`config.mk`:
```
export PLATFORM = sky130hd
export DESIGN_NAME = regstack_alu
export DESIGN_NICKNAME = d
export VERILOG_FILES = /design/src/rtl/rs_pkg.sv /design/src/rtl/rs_ptr.sv /design/src/rtl/rs_slot_file.sv /design/src/rtl/rs_alu.sv /design/src/rtl/regstack_alu.sv
export SDC_FILE = /design/constraint.sdc
export NUM_CORES = 2
export LEC_CHECK = 0
export BUFFER_PORTS_ARGS = -buffer_cell sky130_fd_sc_hd__buf_2
export CAP_MARGIN = 20
export CORE_MARGIN = 2
export CORE_UTILIZATION = 50
export CTS_BUF_LIST = sky130_fd_sc_hd__clkbuf_8
export CTS_CLUSTER_DIAMETER = 30
export DETAILED_ROUTE_END_ITERATION = 8
export PLACE_DENSITY = 0.65
export SYNTH_ARGS = -nofsm -noshare
export SYNTH_HDL_FRONTEND = slang
export SYNTH_SLANG_ARGS = --single-unit
```
`constraint.sdc`:
```
create_clock -name clk -period 12.46 [get_ports clk]
set_input_delay 1.869 -clock clk [delete_from_list [all_inputs] [get_ports clk]]
set_output_delay 1.869 -clock clk [all_outputs]
set_load 0.1 [all_outputs]
```
`src/rtl/rs_pkg.sv`:
```
package rs_pkg;
  typedef enum logic [2:0] {
    OP_LOAD  = 3'd0,
    OP_STORE = 3'd1,
    OP_ADD   = 3'd2,
    OP_SUB   = 3'd3,
    OP_SUBR  = 3'd4,
    OP_MUL   = 3'd5,
    OP_RSV6  = 3'd6,
    OP_RSV7  = 3'd7
  } rs_op_e;

  function automatic logic is_arith(input rs_op_e op);
    return (op == OP_ADD) || (op == OP_SUB) || (op == OP_SUBR) || (op == OP_MUL);
  endfunction
endpackage

```
`src/rtl/rs_ptr.sv`:
```
module rs_ptr #(
  parameter int DEPTH = 8,
  localparam int IDX_W = $clog2(DEPTH)
) (
  input  logic             clk,
  input  logic             rst_n,
  input  logic             do_push,
  input  logic             do_pop,
  input  logic [IDX_W-1:0] rel_idx,
  output logic [IDX_W-1:0] top_o,
  output logic [IDX_W-1:0] phys_n_o,
  output logic [IDX_W-1:0] phys_push_o
);
  logic [IDX_W-1:0] top_q;

  always_ff @(posedge clk) begin
    if (!rst_n)       top_q <= '0;
    else if (do_push) top_q <= top_q - IDX_W'(1);
    else if (do_pop)  top_q <= top_q + IDX_W'(1);
  end

  assign top_o       = top_q;
  assign phys_n_o    = top_q + rel_idx;
  assign phys_push_o = top_q - IDX_W'(1);

  // a command never pushes and pops together
  p_single_step_r9: assert property (@(posedge clk) disable iff (!rst_n)
    !(do_push && do_pop));
  // a push moves the top down by one slot
  p_push_move_r2: assert property (@(posedge clk) disable iff (!rst_n)
    do_push |=> top_q == $past(top_q) - IDX_W'(1));
  // a pop moves the top up by one slot
  p_pop_move_r9: assert property (@(posedge clk) disable iff (!rst_n)
    do_pop |=> top_q == $past(top_q) + IDX_W'(1));
endmodule

```
`src/rtl/rs_slot_file.sv`:
```
module rs_slot_file #(
  parameter int DEPTH  = 8,
  parameter int DATA_W = 32,
  localparam int IDX_W = $clog2(DEPTH)
) (
  input  logic              clk,
  input  logic              rst_n,
  input  logic              wr_en,
  input  logic [IDX_W-1:0]  wr_addr,
  input  logic [DATA_W-1:0] wr_data,
  input  logic              clr_en,
  input  logic [IDX_W-1:0]  clr_addr,
  input  logic [IDX_W-1:0]  rd_addr_a,
  input  logic [IDX_W-1:0]  rd_addr_b,
  output logic [DATA_W-1:0] rd_data_a,
  output logic [DATA_W-1:0] rd_data_b,
  output logic [DEPTH-1:0]  tags_o
);
  logic [DATA_W-1:0] slot_q [DEPTH];
  logic [DEPTH-1:0]  tag_q;

  for (genvar i = 0; i < DEPTH; i++) begin : g_slot
    logic hit_wr, hit_clr;
    assign hit_wr  = wr_en  && (wr_addr  == IDX_W'(i));
    assign hit_clr = clr_en && (clr_addr == IDX_W'(i));
    always_ff @(posedge clk) begin
      if (!rst_n) begin
        slot_q[i] <= '0;
        tag_q[i]  <= 1'b0;
      end else begin
        if (hit_wr) slot_q[i] <= wr_data;
        if (hit_clr)     tag_q[i] <= 1'b0;
        else if (hit_wr) tag_q[i] <= 1'b1;
      end
    end
  end

  assign rd_data_a = slot_q[rd_addr_a];
  assign rd_data_b = slot_q[rd_addr_b];
  assign tags_o    = tag_q;

  // the controller never writes and clears the same slot in one cycle
  p_wr_clr_apart_r9: assert property (@(posedge clk) disable iff (!rst_n)
    !(wr_en && clr_en && (wr_addr == clr_addr)));
  // a written slot is occupied afterwards
  p_write_tags_r2: assert property (@(posedge clk) disable iff (!rst_n)
    (wr_en && !(clr_en && clr_addr == wr_addr)) |=> tag_q[$past(wr_addr)]);
endmodule

```
`src/rtl/rs_alu.sv`:
```
module rs_alu #(
  parameter int DATA_W = 32
) (
  input  rs_pkg::rs_op_e     op,
  input  logic               dest_n,
  input  logic [DATA_W-1:0]  st_top,
  input  logic [DATA_W-1:0]  st_rel,
  output logic [DATA_W-1:0]  result
);
  import rs_pkg::*;

  function automatic logic [DATA_W-1:0] calc(input rs_op_e o,
                                             input logic [DATA_W-1:0] x,
                                             input logic [DATA_W-1:0] y);
    logic [DATA_W-1:0] r;
    case (o)
      OP_ADD:  r = x + y;
      OP_SUB:  r = x - y;
      OP_SUBR: r = y - x;
      OP_MUL:  r = x * y;
      default: r = '0;
    endcase
    return r;
  endfunction

  logic [DATA_W-1:0] first_src, second_src;
  assign first_src  = dest_n ? st_rel : st_top;
  assign second_src = dest_n ? st_top : st_rel;
  assign result     = calc(op, first_src, second_src);
endmodule

```
`src/rtl/regstack_alu.sv`:
```
module regstack_alu #(
  parameter int DEPTH  = 8,
  parameter int DATA_W = 32,
  localparam int IDX_W = $clog2(DEPTH)
) (
  input  logic              clk,
  input  logic              rst_n,
  input  logic              cmd_valid,
  output logic              cmd_ready,
  input  logic [2:0]        cmd_op,
  input  logic [IDX_W-1:0]  cmd_idx,
  input  logic              cmd_dest_n,
  input  logic              cmd_pop,
  input  logic [DATA_W-1:0] cmd_data,
  output logic              rsp_valid,
  output logic [DATA_W-1:0] rsp_data,
  output logic              rsp_overflow,
  output logic              rsp_underflow
);
  import rs_pkg::*;

  rs_op_e            op;
  logic              acc;
  logic [IDX_W-1:0]  top, phys_n, phys_push, dest;
  logic [DEPTH-1:0]  tags;
  logic [DATA_W-1:0] st_top, st_rel, alu_res;
  logic              do_push, do_pop, wr_en, clr_en;
  logic [IDX_W-1:0]  wr_addr;
  logic [DATA_W-1:0] wr_data, res_data;
  logic              ovf_ev, unf_ev;
  logic              ready_q, rsp_valid_q, ovf_q, unf_q;
  logic [DATA_W-1:0] rsp_data_q;

  assign op  = rs_op_e'(cmd_op);
  assign acc = cmd_valid && ready_q;

  rs_ptr #(.DEPTH(DEPTH)) u_ptr (
    .clk(clk), .rst_n(rst_n), .do_push(do_push), .do_pop(do_pop),
    .rel_idx(cmd_idx), .top_o(top), .phys_n_o(phys_n), .phys_push_o(phys_push)
  );

  rs_slot_file #(.DEPTH(DEPTH), .DATA_W(DATA_W)) u_slots (
    .clk(clk), .rst_n(rst_n),
    .wr_en(wr_en), .wr_addr(wr_addr), .wr_data(wr_data),
    .clr_en(clr_en), .clr_addr(top),
    .rd_addr_a(top), .rd_addr_b(phys_n),
    .rd_data_a(st_top), .rd_data_b(st_rel), .tags_o(tags)
  );

  rs_alu #(.DATA_W(DATA_W)) u_alu (
    .op(op), .dest_n(cmd_dest_n), .st_top(st_top), .st_rel(st_rel), .result(alu_res)
  );

  assign dest = cmd_dest_n ? phys_n : top;

  always_comb begin
    do_push  = 1'b0;
    do_pop   = 1'b0;
    wr_en    = 1'b0;
    clr_en   = 1'b0;
    wr_addr  = phys_push;
    wr_data  = cmd_data;
    res_data = '0;
    ovf_ev   = 1'b0;
    unf_ev   = 1'b0;
    if (acc) begin
      if (op == OP_LOAD) begin
        if (tags[phys_push]) ovf_ev = 1'b1;
        else begin
          wr_en    = 1'b1;
          do_push  = 1'b1;
          res_data = cmd_data;
        end
      end else if (op == OP_STORE) begin
        if (!tags[top]) unf_ev = 1'b1;
        else begin
          res_data = st_top;
          clr_en   = cmd_pop;
          do_pop   = cmd_pop;
        end
      end else if (is_arith(op)) begin
        if (!(tags[top] && tags[phys_n])) unf_ev = 1'b1;
        else begin
          res_data = alu_res;
          wr_addr  = dest;
          wr_data  = alu_res;
          wr_en    = !(cmd_pop && dest == top);
          clr_en   = cmd_pop;
          do_pop   = cmd_pop;
        end
      end
    end
  end

  always_ff @(posedge clk) begin
    if (!rst_n) begin
      ready_q     <= 1'b0;
      rsp_valid_q <= 1'b0;
      rsp_data_q  <= '0;
      ovf_q       <= 1'b0;
      unf_q       <= 1'b0;
    end else begin
      ready_q     <= 1'b1;
      rsp_valid_q <= acc;
      rsp_data_q  <= acc ? res_data : '0;
      ovf_q       <= ovf_ev;
      unf_q       <= unf_ev;
    end
  end

  assign cmd_ready     = ready_q;
  assign rsp_valid     = rsp_valid_q;
  assign rsp_data      = rsp_data_q;
  assign rsp_overflow  = ovf_q;
  assign rsp_underflow = unf_q;

  // one response on the cycle after each accepted command
  p_resp_follows_r12: assert property (@(posedge clk) disable iff (!rst_n)
    acc |=> rsp_valid);
  // no response without an accepted command
  p_idle_quiet_r12: assert property (@(posedge clk) disable iff (!rst_n)
    !acc |=> !rsp_valid);
  // a push into an occupied slot flags overflow and leaves state alone
  p_overflow_hold_r3: assert property (@(posedge clk) disable iff (!rst_n)
    (acc && op == OP_LOAD && tags[phys_push]) |=>
      (rsp_overflow && tags == $past(tags) && top == $past(top)));
  // reading an empty slot flags underflow and leaves state alone
  p_underflow_hold_r4: assert property (@(posedge clk) disable iff (!rst_n)
    (acc && is_arith(op) && !(tags[top] && tags[phys_n])) |=>
      (rsp_underflow && tags == $past(tags) && top == $past(top)));
  // reserved opcodes touch nothing and respond clean
  p_reserved_r11: assert property (@(posedge clk) disable iff (!rst_n)
    (acc && (op == OP_RSV6 || op == OP_RSV7)) |=>
      (!rsp_overflow && !rsp_underflow && rsp_data == '0 && top == $past(top)));
  // an error response never carries data
  p_err_no_data_r4: assert property (@(posedge clk) disable iff (!rst_n)
    (rsp_overflow || rsp_underflow) |-> (rsp_valid && rsp_data == '0));
endmodule

```
After elaboration in Yosys (flattened, before gate mapping) --
Memories as Yosys holds them, arrays and structs flattened. A register that Yosys moved wholly into a read port is not among the register bits. Cells that the tools add are included.
Word-level totals: register bits 47, latch bits 0, bits in writable memories 256, ROM bits 0, output and inout bits 36, word-level logic and storage cells 176, memories kept 1
Cells by class: add/sub/neg operators 6, multipliers 1, divide/modulo/power cells 0, order comparisons 3, eq/ne operators 20, shifts and indexed selects 0, muxes and demuxes 83, bitwise gates (word level) 10, reduce and logical (&&, ||, !) cells 38
Memory list:
- u_slots.slot_q | words 8, width 32, read ports 2, clocked after memory_dff 1, wr ports 8, RTL line rs_slot_file.sv:19 | logic [DATA_W-1:0] slot_q [DEPTH];
Operator list (count):
- $mux W32 | 21
- $pmux W32 S4 | 1
- $sub A32 B32 Y32 | 2
- $mux W1 | 48
- $add A32 B32 Y32 | 1
- $mul A32 B32 Y32 | 1
- $eq A3 B3 Y1 const B | 10
- $mux W3 | 10
- $logic_and A1 B1 Y1 | 19
- $eq A3 B2 Y1 const B | 6
- $reduce_or A2 Y1 | 8
- $lt A3 B4 Y1 const B | 3
- $bmux W1 S3 | 3
- $eq A3 B1 Y1 const B | 3
- $logic_not A3 Y1 | 3
- $or A1 B1 Y1 | 8
- $add A3 B1 Y3 const B | 1
- $add A3 B3 Y3 | 1
- $eq A3 B3 Y1 | 1
- $logic_or A1 B1 Y1 | 3
- $reduce_and A3 Y1 | 1
- $reduce_or A3 Y1 | 1
- $sub A3 B1 Y3 const B | 1
- $not A1 Y1 | 2
- other kinds (3) | 3

Depth between registers and ports, before layout --
depth after elaboration 15, depth in mapped cells 42, mapped depth without buffers 37

Hierarchy --
From an unflattened synthesis, not the netlist that was laid out.
Unflattened totals: cells, all modules 3654, area, all modules 37216.9 um^2
Modules (own cells, without submodules):
- rs_alu | instances 1, cells each 2437, area each 20101.8 um^2, seq. area each 0.0 um^2
- rs_slot_file | instances 1, cells each 880, area each 13948.4 um^2, seq. area each 7847.5 um^2
- regstack_alu | instances 1, cells each 309, area each 2925.3 um^2, seq. area each 720.7 um^2
- rs_ptr | instances 1, cells each 28, area each 241.5 um^2, seq. area each 60.1 um^2

Worst setup path before layout --
OpenSTA, ideal clock, no wires.
path kind input port to flip-flop, from input cmd_idx[0], to memory u_slots.slot_q[0][30], data pin, library setup time 0.276 ns, data arrival time 11.327 ns, slack 0.857 ns, stages on the path 40, cell sequence ha_1 -> fa_1 -> xnor3_2 -> buf_6 -> buf_6 -> buf_6 -> buf_6 -> mux4_2 -> mux2_2 -> nor2_1 -> a21oi_1 -> inv_1 -> clkbuf_1 -> nor2_1 -> fa_1 -> inv_1 -> fa_1 -> fa_1 -> (+4 left out) -> fa_1 -> inv_1 -> fa_1 -> fa_1 -> ha_1 -> a21o_1 -> a21oi_1 -> o21ai_0 -> a21o_1 -> a21o_1 -> a21oi_1 -> o211ai_1 -> a31o_2 -> a21oi_1 -> xor2_1 -> nor2_1 -> a2111oi_4 -> nor3_1
RTL lines:
- start, declared | RTL line regstack_alu.sv:11 | input logic [IDX_W-1:0] cmd_idx,
- end, declared | RTL line rs_slot_file.sv:19

==> results_dict.tcl <==
set metrics [dict create \
    outcome "finished, final reports clean" \
    slowest_stage "a311oi_1" \
    rsz0062_at_grt "false" \
    grt_pass1_wl_mm 202 \
    timing.rr.start "u_ptr.top_o[0]" \
    cts_tree "built" \
    max_clock_freq_mhz 83.9 \
    hpwlAfterDp_mm 104 \
    grt_pass1_vias 31600 \
    cp_top_family "adder cells" \
    mostFrequentLayoutCell "nor2_1" \
    synth_ff_type "edfxtp_1" \
    holdBufCountCts 0 \
    use_met1 0.466 \
    place_inst 4916 \
    path_depth 36 \
    layout.cells.non_filler 5003 \
    grtUsageMet2 0.584 \
    hold_viol 0 \
    synth_edf_count 256 \
    drt_iter0_drc 3621 \
    max_stage_delay_ns 0.77 \
    synth-seq-cells 306 \
    initial_core_util 0.506 \
    crit_buf_inv 6 \
    met3_usage 0.0582 \
    antenna_left 0 \
    cts_max_level 2 \
    fp-row-count 99 \
    yosys_warnings 0 \
    grt_max_degree 83 \
    fp.dieH_um 276 \
    fin_skew_ns 0.0321 \
    cts_resized 0 \
    route.detailed.drc 0 \
    setup_viol_count_final 0 \
    slew_viol_final 0 \
    syn-cell-area_sq_mm 0.0370 \
    clock-sinks 306 \
    nets 4663 \
    synth_cell_types 100 \
    wirelength_mm 137 \
    vias 31100 \
    cts_setup_buffers 0 \
    layout_common_cells "nor2_1, inv_1, fa_1" \
    crit_start "cmd_idx[0]" \
    dieArea_sq_mm 0.0761 \
    io_pins 79 \
    ys_async_sr_fraction 0 \
    drive_gt1_frac 0.150 \
    synth_area_per_cell_sq_um 9.58 \
    cp.required_ns 12.76 \
    numCtsBuffers 47 \
    min_period_ns 11.92 \
    antenna_found_initial 2 \
    reg2reg_slack_ns 1.30 \
    cp_max_fo 26 \
    syn-num-nets 4513 \
    yosysSeqAreaShare 0.235 \
    crit_top_cell "fa_1" \
    die_width_um 276 \
    worst_pin_slew_ns 1.11 \
    cts.path.max_buffers 3 \
    crit_arrival_ns 12.22 \
    min_period_over_period 0.957 \
    firstDrtPassIters 6 \
    fill_cells 6542 \
    setup_tns_ns 0 \
    vias_per_cell 6.21 \
    crit_type "in2reg" \
    rr_worst_depth 35 \
    cp-end-kind "flop" \
    maxCapViolCount 0 \
    endpoint "u_slots.slot_q[2][23]" \
    busiest_layer "met2" \
    worstSkewPairLatency_ns 0.60 \
    clk_pin_slew_ns 0.06 \
    design.core.area_sq_mm 0.0731 \
    relSlewSlack 0.257 \
    place.gp.congestion 1.03 \
    syn_inst 3856 \
    crit_path_start_kind "input pin" \
    track_usage 0.365 \
    area_delta_synth_final_pct 9.90 \
    grt_overflow 0 \
    cts_root_buf "clkbuf_8" \
    hp-class "reg2reg" \
    worstReg2RegEnd "u_slots.slot_q[2][23]" \
    port_buffers 78 \
    post_drt_wl_per_cell_um 27.4 \
]
-- sequential cells by signal (all words and copies together), names as in the netlist, named ones only --
name / flops
cmd_ready: 1
rsp_data: 32
rsp_overflow: 1
rsp_underflow: 1
rsp_valid: 1
u_ptr.top_o: 3
u_slots.slot_q: 256
u_slots.tags_o: 8
-- area by class of cell --
class	instances	area (sq um)	area share
inverters	484	1820	0.0447
well taps	959	1200	0.0295
multi-input cells	2856	25700	0.632
repair buffers	311	2280	0.0560
flip-flops and latches	306	8690	0.214
diodes	1	2.50	0.0000616
clock inverters	36	251	0.00619
clock buffers	50	688	0.0169
-- how the worst min path moves through the flow --
stage / from / end / slack (ns) / depth (start not counted)
final: u_slots.tags_o[4] / u_slots.tags_o[4] / 0.56 / 1
after global routing: u_slots.tags_o[0] / u_slots.tags_o[0] / 0.58 / 1
after CTS: u_slots.tags_o[1] / u_slots.tags_o[1] / 0.57 / 1
after detailed placement: u_slots.tags_o[1] / u_slots.tags_o[1] / 0.56 / 1
after global placement: u_slots.tags_o[0] / u_slots.tags_o[0] / 0.52 / 1
after floorplan: u_slots.tags_o[1] / u_slots.tags_o[1] / 0.50 / 1
-- cells in the mapped netlist, types with 15 or more instances --
library cell	instances	area share
nor2_1	694	0.070
inv_1	470	0.048
fa_1	411	0.22
nand2_1	340	0.035
edfxtp_1	256	0.21
ha_1	203	0.069
clkbuf_1	146	0.015
a21oi_1	124	0.017
mux4_2	108	0.066
mux2i_1	107	0.029
xnor2_1	101	0.024
o21ai_0	95	0.013
dfxtp_1	50	0.027
xor2_1	50	0.012
a21o_1	47	0.0095
nor3_1	45	0.0061
mux2_2	38	0.012
buf_2	32	0.0043
nor2b_1	29	0.0049
nand3_1	28	0.0038
nand2b_1	24	0.0041
a31oi_1	23	0.0039
and2_1	23	0.0039
a222oi_1	20	0.0054
a22oi_1	20	0.0041
and3_1	19	0.0032
o221ai_1	18	0.0043
nand4_1	16	0.0027
or3_1	16	0.0027
o21a_1	15	0.0030
-- worst register-to-register path, delay by kind of cell, from the launching register on --
family | cells | cell delay, ns
simple gates | 4 | 0.47
fa+ha+maj | 11 | 4.26
xor+xnor | 1 | 0.62
mux | 4 | 1.61
compound gates | 10 | 2.39
buf+inv | 5 | 0.87
flops | 1 | 0.67
-- kinds of logic after synthesis --
group / synth area share
AO/OA/AOI/OAI: 0.103
XOR/XNOR: 0.0414
adder cells (fa/ha/maj): 0.292
buffers and inverters: 0.0744
flip-flops: 0.235
multiplexers: 0.108
AND/OR/NAND/NOR: 0.147
-- metrics by stage --
step	instance area, sq um	util	hold WS, ns	worst slack (ns)
floorplan	37000	-	0.499	0.857
CTS	40600	0.556	0.568	0.746
finish	40600	0.556	0.561	0.541
global placement	39700	0.543	0.523	0.279
global route	40600	0.556	0.579	0.147
detailed placement	39700	0.543	0.556	0.156
-- routing by layer --
metal,vias to the layer above,part of all wire
met4,2,0.071
met1,15400,0.37
met5,-,0.000095
met2,1885,0.46
li1,13300,-
met3,465,0.099
Power is left out: the tool's default activity adds up to more than one toggle a clock period on the data nets, which glitch-free logic cannot reach.
